===== src/rtl/fbrg_pkg.sv =====
package fbrg_pkg;

   typedef enum logic [1:0] {
      OS_X16 = 2'b00,
      OS_X8  = 2'b01,
      OS_X4  = 2'b10,
      OS_RSV = 2'b11
   } os_mode_e;

   typedef enum logic [1:0] {
      RA_DIV_LO = 2'd0,
      RA_DIV_HI = 2'd1,
      RA_FRAC   = 2'd2,
      RA_NONE   = 2'd3
   } reg_addr_e;

   localparam int unsigned OS_MAX = 16;

   // Ticks per bit for each oversampling mode; the reserved code runs as 16X.
   function automatic int unsigned os_ticks(os_mode_e m);
      case (m)
         OS_X8:   return 8;
         OS_X4:   return 4;
         default: return OS_MAX;
      endcase
   endfunction

endpackage


===== src/rtl/fbrg_regs.sv =====
module fbrg_regs
   import fbrg_pkg::*;
#(
   parameter int BYTE_W = 8,
   parameter int FRAC_W = 4
) (
   input  logic                  clk,
   input  logic                  rst,
   input  logic                  wr_en,
   input  logic [1:0]            wr_addr,
   input  logic [BYTE_W-1:0]     wr_data,
   output logic [2*BYTE_W-1:0]   divisor,
   output logic [FRAC_W-1:0]     frac,
   output os_mode_e              mode,
   output logic                  restart
);
   localparam int MODE_LSB = FRAC_W;
   localparam int MODE_MSB = FRAC_W + 1;

   generate
      if (BYTE_W < FRAC_W + 2) begin : g_bad_width
         $error("fbrg_regs: control byte too narrow for fraction and mode");
      end
   endgenerate

   logic [BYTE_W-1:0] div_lo_q, div_hi_q;
   logic [FRAC_W-1:0] frac_q;
   logic [1:0]        mode_q;

   assign restart = wr_en && (wr_addr != RA_NONE);

   always_ff @(posedge clk or posedge rst) begin
      if (rst) begin
         div_lo_q <= BYTE_W'(1);
         div_hi_q <= '0;
         frac_q   <= '0;
         mode_q   <= OS_X16;
      end else if (wr_en) begin
         case (wr_addr)
            RA_DIV_LO: div_lo_q <= wr_data;
            RA_DIV_HI: div_hi_q <= wr_data;
            RA_FRAC: begin
               frac_q <= wr_data[FRAC_W-1:0];
               mode_q <= wr_data[MODE_MSB:MODE_LSB];
            end
            default: ;
         endcase
      end
   end

   assign divisor = {div_hi_q, div_lo_q};
   assign frac    = frac_q;
   assign mode    = os_mode_e'(mode_q);

   // the unused address never alters stored configuration
   a_r2_none_ignored: assert property (@(posedge clk) disable iff (rst)
      (wr_en && wr_addr == RA_NONE) |=> ($stable(divisor) && $stable(frac) && $stable(mode)));

   // a low-byte write lands in the low half of the divisor
   a_r2_lo_write: assert property (@(posedge clk) disable iff (rst)
      (wr_en && wr_addr == RA_DIV_LO) |=> (divisor[BYTE_W-1:0] == $past(wr_data)));

endmodule


===== src/rtl/fbrg_prescale.sv =====
module fbrg_prescale #(
   parameter int PRESC_DIV = 4
) (
   input  logic clk,
   input  logic rst,
   input  logic sel,
   input  logic restart,
   output logic ce
);
   generate
      if (PRESC_DIV < 1) begin : g_bad_div
         $error("fbrg_prescale: PRESC_DIV must be at least 1");
      end else if (PRESC_DIV == 1) begin : g_pass
         logic unused_in;
         assign unused_in = sel ^ restart ^ clk ^ rst;
         assign ce = 1'b1;
      end else begin : g_count
         localparam int PC_W = $clog2(PRESC_DIV);
         localparam logic [PC_W-1:0] PC_LAST = PC_W'(PRESC_DIV - 1);
         logic [PC_W-1:0] pc_q;

         always_ff @(posedge clk or posedge rst) begin
            if (rst)                  pc_q <= '0;
            else if (restart)         pc_q <= '0;
            else if (pc_q == PC_LAST) pc_q <= '0;
            else                      pc_q <= pc_q + PC_W'(1);
         end

         assign ce = sel ? (pc_q == PC_LAST) : 1'b1;

         // in divided mode an enable is never followed directly by another
         a_r6_ce_gap: assert property (@(posedge clk) disable iff (rst)
            (sel && ce && !restart) |=> (!ce || !sel));
      end
   endgenerate

endmodule


===== src/rtl/fbrg_tick_gen.sv =====
module fbrg_tick_gen #(
   parameter int DIV_W  = 16,
   parameter int FRAC_W = 4
) (
   input  logic              clk,
   input  logic              rst,
   input  logic              ce,
   input  logic              restart,
   input  logic [DIV_W-1:0]  divisor,
   input  logic [FRAC_W-1:0] frac,
   output logic              sample_tick
);
   generate
      if (FRAC_W < 1 || DIV_W < 2) begin : g_bad_width
         $error("fbrg_tick_gen: widths out of range");
      end
   endgenerate

   logic [DIV_W-1:0]  cnt_q;
   logic [FRAC_W-1:0] acc_q;
   logic              tick_q;

   logic [DIV_W-1:0]  eff_div;
   logic [FRAC_W:0]   acc_sum;
   logic              carry;
   logic [DIV_W:0]    last_cnt;
   logic              hit;

   assign eff_div  = (divisor == '0) ? DIV_W'(1) : divisor;
   assign acc_sum  = {1'b0, acc_q} + {1'b0, frac};
   assign carry    = acc_sum[FRAC_W];
   assign last_cnt = {1'b0, eff_div} - (DIV_W+1)'(1) + (DIV_W+1)'(carry);
   assign hit      = ce && ({1'b0, cnt_q} == last_cnt);

   always_ff @(posedge clk or posedge rst) begin
      if (rst) begin
         cnt_q  <= '0;
         acc_q  <= '0;
         tick_q <= 1'b0;
      end else if (restart) begin
         cnt_q  <= '0;
         acc_q  <= '0;
         tick_q <= 1'b0;
      end else begin
         tick_q <= hit;
         if (hit) begin
            cnt_q <= '0;
            acc_q <= acc_sum[FRAC_W-1:0];
         end else if (ce) begin
            cnt_q <= cnt_q + DIV_W'(1);
         end
      end
   end

   assign sample_tick = tick_q;

   // the period counter never runs past one lengthened period
   a_r3_cnt_bound: assert property (@(posedge clk) disable iff (rst)
      cnt_q <= eff_div);

   // a tick only follows a counting enable that was not a restart
   a_r8_tick_after_ce: assert property (@(posedge clk) disable iff (rst)
      sample_tick |-> $past(ce && !restart));

   // the edge of a restarting write never yields a tick
   a_r9_restart_quiet: assert property (@(posedge clk) disable iff (rst)
      restart |=> !sample_tick);

endmodule


===== src/rtl/fbrg_bit_gen.sv =====
module fbrg_bit_gen
   import fbrg_pkg::*;
(
   input  logic     clk,
   input  logic     rst,
   input  logic     restart,
   input  logic     sample_tick,
   input  os_mode_e mode,
   output logic     bit_strobe
);
   localparam int TC_W = $clog2(OS_MAX);

   logic [TC_W-1:0] tcnt_q;
   logic [TC_W-1:0] n_last;

   assign n_last     = TC_W'(os_ticks(mode) - 1);
   assign bit_strobe = sample_tick && (tcnt_q == n_last);

   always_ff @(posedge clk or posedge rst) begin
      if (rst)              tcnt_q <= '0;
      else if (restart)     tcnt_q <= '0;
      else if (bit_strobe)  tcnt_q <= '0;
      else if (sample_tick) tcnt_q <= tcnt_q + TC_W'(1);
   end

   // the per-bit tick count stays inside the selected mode's range
   a_r7_tcnt_bound: assert property (@(posedge clk) disable iff (rst)
      tcnt_q <= n_last);

   // a bit boundary starts a fresh count
   a_r7_wrap: assert property (@(posedge clk) disable iff (rst)
      (bit_strobe && !restart) |=> (tcnt_q == '0));

endmodule


===== src/rtl/fbrg_top.sv =====
module fbrg_top
   import fbrg_pkg::*;
#(
   parameter int BYTE_W    = 8,
   parameter int FRAC_W    = 4,
   parameter int PRESC_DIV = 4
) (
   input  logic              clk,
   input  logic              rst,
   input  logic              wr_en,
   input  logic [1:0]        wr_addr,
   input  logic [BYTE_W-1:0] wr_data,
   input  logic              presc_sel,
   output logic              sample_tick,
   output logic              bit_strobe
);
   localparam int DIV_W = 2 * BYTE_W;

   logic [DIV_W-1:0]  divisor;
   logic [FRAC_W-1:0] frac;
   os_mode_e          mode;
   logic              restart;
   logic              ce;

   fbrg_regs #(.BYTE_W(BYTE_W), .FRAC_W(FRAC_W)) i_regs (
      .clk(clk), .rst(rst), .wr_en(wr_en), .wr_addr(wr_addr), .wr_data(wr_data),
      .divisor(divisor), .frac(frac), .mode(mode), .restart(restart)
   );

   fbrg_prescale #(.PRESC_DIV(PRESC_DIV)) i_presc (
      .clk(clk), .rst(rst), .sel(presc_sel), .restart(restart), .ce(ce)
   );

   fbrg_tick_gen #(.DIV_W(DIV_W), .FRAC_W(FRAC_W)) i_tick (
      .clk(clk), .rst(rst), .ce(ce), .restart(restart),
      .divisor(divisor), .frac(frac), .sample_tick(sample_tick)
   );

   fbrg_bit_gen i_bit (
      .clk(clk), .rst(rst), .restart(restart), .sample_tick(sample_tick),
      .mode(mode), .bit_strobe(bit_strobe)
   );

   // a bit boundary is always a tick cycle
   a_r8_strobe_on_tick: assert property (@(posedge clk) disable iff (rst)
      bit_strobe |-> sample_tick);

endmodule


===== config.mk =====
export PLATFORM = sky130hd
export DESIGN_NAME = fbrg_top
export DESIGN_NICKNAME = d
export VERILOG_FILES = /design/src/rtl/fbrg_pkg.sv /design/src/rtl/fbrg_regs.sv /design/src/rtl/fbrg_prescale.sv /design/src/rtl/fbrg_tick_gen.sv /design/src/rtl/fbrg_bit_gen.sv /design/src/rtl/fbrg_top.sv
export SDC_FILE = /design/constraint.sdc
export NUM_CORES = 1
export LEC_CHECK = 0
export ABC_AREA = 1
export BUFFER_PORTS_ARGS = -buffer_cell sky130_fd_sc_hd__buf_2
export CAP_MARGIN = 20
export CORE_MARGIN = 5
export CORE_UTILIZATION = 30
export CTS_BUF_LIST = sky130_fd_sc_hd__clkbuf_4
export DETAILED_ROUTE_END_ITERATION = 10
export SETUP_SLACK_MARGIN = 0.2
export SLEW_MARGIN = 20
export SYNTH_ARGS = -nofsm -noshare
export SYNTH_HDL_FRONTEND = slang
export SYNTH_SLANG_ARGS = --single-unit

===== constraint.sdc =====
create_clock -name clk -period 7.9 [get_ports clk]
set_input_delay 0 -clock clk [delete_from_list [all_inputs] [get_ports clk]]
set_output_delay 0 -clock clk [all_outputs]
set_load 0.03 [all_outputs]

# --- Word level (Yosys, flattened, before mapping) ---
# Cells that the tools add are included.
# Widths: inputs -> output; s select.
totals:
  romBits: 0
  out_inout_bits: 2
  wordCells: 49
  input_bits: 14
  reg_bits: 49
  mem_count: 0
  latchBits: 0
  ram_bits: 0
classes:
  div: 0
  n_bitwise: 0
  reduce_logical: 11
  shifts: 0
  mul: 0
  muxes: 14
  order_cmp: 0
  eq_ne: 8
  addsub: 7
op_table:
  columns: ["cell", "n"]
  rows:
  - ["$mux 16", 4]
  - ["$mux 4", 5]
  - ["$add 17x1->17", 1]
  - ["$eq 16x17->1", 1]
  - ["$sub 16x1->17 const B", 1]
  - ["$add 16x1->16 const B", 1]
  - ["$logic_not 16->1", 1]
  - ["$pmux 4 s2", 1]
  - ["$eq 2x2->1 const B", 3]
  - ["$reduce_and 2->1", 3]
  - ["$reduce_bool 3->1", 2]
  - ["$add 4x4->5", 1]
  - ["$add 4x1->4 const B", 1]
  - ["$eq 2x1->1 const B", 2]
  - ["$eq 4x4->1", 1]
  - ["$mux 2", 2]
  - ["$sub 4x1->4 const B", 1]
  - ["$logic_and 1x1->1", 3]
  - ["$add 2x1->2 const B", 1]
  - ["$logic_not 2->1", 1]
  - ["$mux 1", 2]
  - ["$ne 2x2->1 const B", 1]
  - ["$reduce_bool 2->1", 1]

# --- Depth between registers and ports, before layout ---
logic_depth:
  ltp_word: 8
  ltp_mapped: 21
  mapped_depth_nobuf: 20

# --- Cells and area by module ---
# From an unflattened synthesis, not the netlist that was laid out.
unflattened:
  hier_cells: 468
  hier_area_um2: 3524.6
by_module_without_submodules:
  columns: ["module", "seq_area_each_um2", "area_per_inst_um2", "cells_each", "n_inst"]
  rows:
  - ["fbrg_tick_gen", 525.5, 2170.8, 311, 1]
  - ["fbrg_regs", 551.8, 952.2, 101, 1]
  - ["fbrg_bit_gen", 100.1, 314.1, 47, 1]
  - ["fbrg_prescale", 50.0, 87.6, 9, 1]

# --- Worst setup path before layout ---
# No wires, ideal clock.
synth_timing:
  path_type: "reg2reg"
  start: "register i_regs.frac_q[0], in the netlist i_regs.frac[0]"
  end: "register i_tick.cnt_q[5]"
  n_path_buf: 1
  setup_time_ns: 0.121
  t_required_ns: 7.779
  slack_ns: 5.098
  t_arrival_ns: 2.682
  stages_incl_launch_ff: 22
  synth_period_minus_slack_ns: 2.802
  cell_sequence: "dfrtp_1 -> ha_1 -> inv_1 -> fa_1 -> nor2_1 -> a211oi_1 -> ha_1 -> ha_1 -> inv_2 -> nor2_1 -> nand2_1 -> nand2_1 -> nand2_1 -> nand2_1 -> nand2_1 -> nor2_2 -> nand2_1 -> nor2_2 -> nand3_4 -> nand2_4 -> buf_8 -> nor2_2"
synth_between:
  elab_chain_len: 6
  word_cells_on_any_way: 7
  classes_between: "add/sub: 2; eq/ne: 1; mux: 2; reduce/logical: 2"
synth_lines:
  columns: ["item", "line_no", "text"]
  rows:
  - ["start, declared", "fbrg_regs.sv:27", "logic [FRAC_W-1:0] frac_q;"]
  - ["start signal, assigned", "fbrg_regs.sv:43", "frac_q <= wr_data[FRAC_W-1:0];"]
  - ["$add 4x4->5 *", "fbrg_tick_gen.sv:30", "assign acc_sum = {1'b0, acc_q} + {1'b0, frac};"]
  - ["$add 17x1->17 *", "fbrg_tick_gen.sv:32", "assign last_cnt = {1'b0, eff_div} - (DIV_W+1)'(1) + (DIV_W+1)'(carry);"]
  - ["$eq 16x17->1 *", "fbrg_tick_gen.sv:33", "assign hit = ce && ({1'b0, cnt_q} == last_cnt);"]
  - ["$logic_and 1x1->1 *", "fbrg_tick_gen.sv:33", null]
  - ["$mux 16", "fbrg_tick_gen.sv:46", "if (hit) begin"]
  - ["$mux 16", "fbrg_tick_gen.sv:40", "end else if (restart) begin"]
  - ["end signal, assigned", "fbrg_tick_gen.sv:50", "cnt_q <= cnt_q + DIV_W'(1);"]
  - ["end, declared", "fbrg_tick_gen.sv:19", "logic [DIV_W-1:0] cnt_q;"]
# Mark *: on every way between the ends. The rest lies on a longest branch, timed or not.
# A chain may end at the register's enable or synchronous reset.

# --- Worst setup path after layout ---
layout_timing:
  start: "register i_regs.frac_q[0], in the netlist i_regs.frac[0]"
  end: "register i_tick.cnt_q[14]"
# Same word-level chain as after synthesis.

==> out/metrics.cfg <==
[run_status]
outcome = complete, no violations

[setup_path]
crit_fanout = 14
crit_path_top_delay_cell = sky130_fd_sc_hd__dfrtp_1
crit_chain = ha_1 > inv_1 > fa_1 > nor2_1 > a211oi_1 > ha_1 > ha_1 > inv_2 > nor2_1 > nand3_1 > nand3_1 > nand2_1 > nor2_2 > nand2_1 > nor2_2 > nand3_4 > nand2_4 > nor2_1
rr_startpoint = i_regs.frac[0]$_DFFE_PP0P_
worst_setup_path_startpoint = i_regs.frac[0]$_DFFE_PP0P_
worst-r2r-cell-count = 18
worst-setup-path-type = reg2reg
critical_path.top_delay_family = simple AND/OR/NAND/NOR gates
cp_data_arrival_time_ps = 3480
crit_path_end_kind = register
path_depth = 18
cpPeakStageDelay_ps = 410
crit_buf_inv = 2
critPathRequiredTime_ps = 8150
startpoint_type = register

[final_layout]
postLayoutCellArea_sq_um = 3625
fillCellCount = 1190
mostFrequentLayoutCell = sky130_fd_sc_hd__nand2_1
nNetsFinal = 497
finish.utilization_pct = 33.73
n_antenna_cell = 0
layout.cells.most_common_list = sky130_fd_sc_hd__nand2_1 (119), sky130_fd_sc_hd__inv_1 (54), sky130_fd_sc_hd__dfrtp_1 (48), sky130_fd_sc_hd__nor2_1 (43), sky130_fd_sc_hd__nand3_1 (40)
post_route_cells_drive_above_1_share_pct = 12.90
synthToLayoutAreaGrowth_pct = 11.04

[global_route]
grt_pass1_vias = 2885
grtUsageMet2_pct = 22.25
grt_util_met3_pct = 1.850
grt.met1_usage_pct = 16.65
grt_overflow = 0
grtUsageTotal_pct = 12.81
grt_start_max_net_pins = 50
grt-busiest-layer = met2
global_route_wire_length_before_repair_mm = 13.59
grt_antenna_before_repair = 0

[drt]
average_via_count_per_standard_cell = 4.731
detail_route.wirelength_mm = 7.724
detail_route.iter0.violations = 160
drt.antenna.violating_nets = 0
via_count = 2900
drt_pass1_iterations = 4
wl_per_cell_microns = 12.60
drc = 0

[clocking]
reg_clk_slew_reported_paths_ps = 140
clock-sinks = 49
cts-htree-levels = 2
clock_insertion_delay_worst_skew_ps = 350
tritoncts = done
post_cts_setup_buffer_count = 0
clk_path_buf_depth = 2
tritoncts.num_buffers = 5
clk_root_buffer_cell = sky130_fd_sc_hd__clkbuf_4

[placement]
gp_congestion = 0.8698
place_hpwl_mm = 6.159
place_worst_setup_slack_ps = 4679
port_buffers = 15
post_dp_cell_area_sq_um = 3477

[hold_path]
holdCritPathClass = in2reg
hp-start = presc_sel
holdPathStages = 4

[synth]
post_synth.cell_area_avg_sq_um = 7.303
postSynthRegisterBits = 49
seq_area_frac_synth_pct = 37.60
yosysWarnings = 0
synthAdderAreaFrac_pct = 4.446
netlist-cell-type-count = 36
dominant_combinational_cell_family_by_area_after_synthesis = simple AND/OR/NAND/NOR gates
synth_mux_area_share_pct = 0
postSynthCellCount = 447
synth-compound-area-share_pct = 7.014
share_of_the_synthesized_netlist_area_taken_by_xor_and_xnor_gates_pct = 6.708
synth_area_sq_um = 3264
yosys.area_share.simple_pct = 36.18
synth.net_count = 472

[floorplan]
placementRows = 38
die_h_microns = 114.3
start_util_pct = 30.38
die-area_sq_um = 13070
core_area_sq_um = 10750
die_width_microns = 114.3
io-pin-count = 16

[timing]
holdWs_ps = 22.54
layout_setup_ws_ps = 4675
tightestPinTransition_ps = 874.8
final.setup_skew_ps = 10.37
worst_slew_margin_rel_pct = 41.68
setup-tns-final_ps = 0
share_of_the_clock_period_used_by_the_worst_path_after_layout_pct = 40.82
fmax_mhz = 310.1
rsz_0062_raised_after_global_routing = false
final-setup-viol-count = 0
timing_hold_violations_final = 0
timing.final.max_slew_violations = 0
period_needed_ps = 3225

[pwr]
switchingPower_uw = 241.4
power_report.internal_total_uw = 393.9
cellPowerDensity_nw_per_um2 = 175.3
comb_power_share_pct = 32.1
seq_power_share_pct = 49.3
fraction_of_power_spent_switching_nets_pct = 38.00
p_leak_nw = 1.743
p_clk_share_pct = 18.6
irDropWorstVdd_mv = 0.09412

[run]
maxCapViolCount = 0

[per-layer routing]
| layer | up-vias | share of wire (%) |
|---|---|---|
| met2 | 54 | 48 |
| met4 | 0 | 1.8 |
| met5 | - | 0 |
| li1 | 1481 | - |
| met3 | 11 | 2.7 |
| met1 | 1354 | 48 |
[worst min-delay path: cells and delay by family]
family / cells / cell delay [ps]
buffers and inverters: 1 / 70
and+or+nand+nor: 3 / 280
[Yosys cell counts (all sizes together)]
cell type	number	share of area [%]
xor2	17	4.6
nor3	6	0.92
nand3b	3	0.69
dfrtp	48	37
ha	10	3.8
buf	2	0.80
clkbuf	5	0.57
or2	1	0.19
inv	58	6.7
a41oi	1	0.27
o21ai	32	5.0
nand2	123	15
a21oi	3	0.46
a211oi	2	0.46
o211ai	1	0.23
xnor2	8	2.1
and3	1	0.19
fa	1	0.61
dfstp	1	0.81
nor4	2	0.38
nor2	67	10
o21bai	2	0.57
nand4	11	2.1
nand3	42	7.0
[power groups by stage]
stage,clock network [mW],registers (mW),logic [mW]
3_5_place_dp,0,0.319,0.200
6_report,0.118,0.313,0.204
2_1_floorplan,0,0.305,0.163
4_1_cts,0.125,0.314,0.204
5_1_grt,0.137,0.318,0.236
3_3_place_gp,0,0.318,0.197
[per-stage QoR]
stage,std cells,total power [mW]
2_1_floorplan,447,0.4688
3_3_place_gp,596,0.5146
3_5_place_dp,596,0.5183
4_1_cts,613,0.6425
5_1_grt,613,0.6908
6_report,613,0.6354
[registers in the layout (all words and copies together) (netlist names)]
name / cells
i_bit.tcnt_q: 4
i_presc.g_count.pc_q: 2
i_regs.div_hi_q: 8
i_regs.div_lo_q: 8
i_regs.frac: 4
i_regs.mode: 2
i_tick.acc_q: 4
i_tick.cnt_q: 16
i_tick.sample_tick: 1
[cell families (layout without fill, tap and decap cells)]
| logic type | count (synthesis) | count (layout) |
|---|---|---|
| compound gates | 41 | 41 |
| xor+xnor | 25 | 25 |
| fa+ha+maj | 11 | 11 |
| buf+inv | 65 | 91 |
| flops | 49 | 49 |
| simple gates | 256 | 256 |
[what timing repair did]
action	4_1_cts	5_1_grt
resized for setup	0	0
hold buffers	9	0
hold endpoints to repair	70	0
[worst paths after layout]
kind / end / slack [ps]
hold reg to reg: i_regs.div_lo_q[0]$_DFFE_PP1P_ / 510
max in group asynchronous: i_tick.acc_q[0]$_DFFE_PP0P_ / 7060
setup / recovery: i_tick.cnt_q[14]$_DFFE_PP0P_ / 4680
setup reg to reg: i_tick.cnt_q[14]$_DFFE_PP0P_ / 4680
min in group asynchronous: i_presc.g_count.pc_q[0]$_DFF_PP0_ / 330
hold / removal: i_tick.cnt_q[0]$_DFFE_PP0P_ / 20
[layout make-up]
cell class | count | area [sq um] | area share (%)
Inverter | 58 | 219.0 | 6.041
Tap cell | 140 | 175.2 | 4.833
Clock buffer | 7 | 52.55 | 1.450
Clock inverter | 1 | 3.754 | 0.1036
Sequential cell | 49 | 1227 | 33.86
Multi-Input combinational cell | 333 | 1774 | 48.95
Timing Repair Buffer | 25 | 172.7 | 4.764
Power figures use the tool's default switching activity.
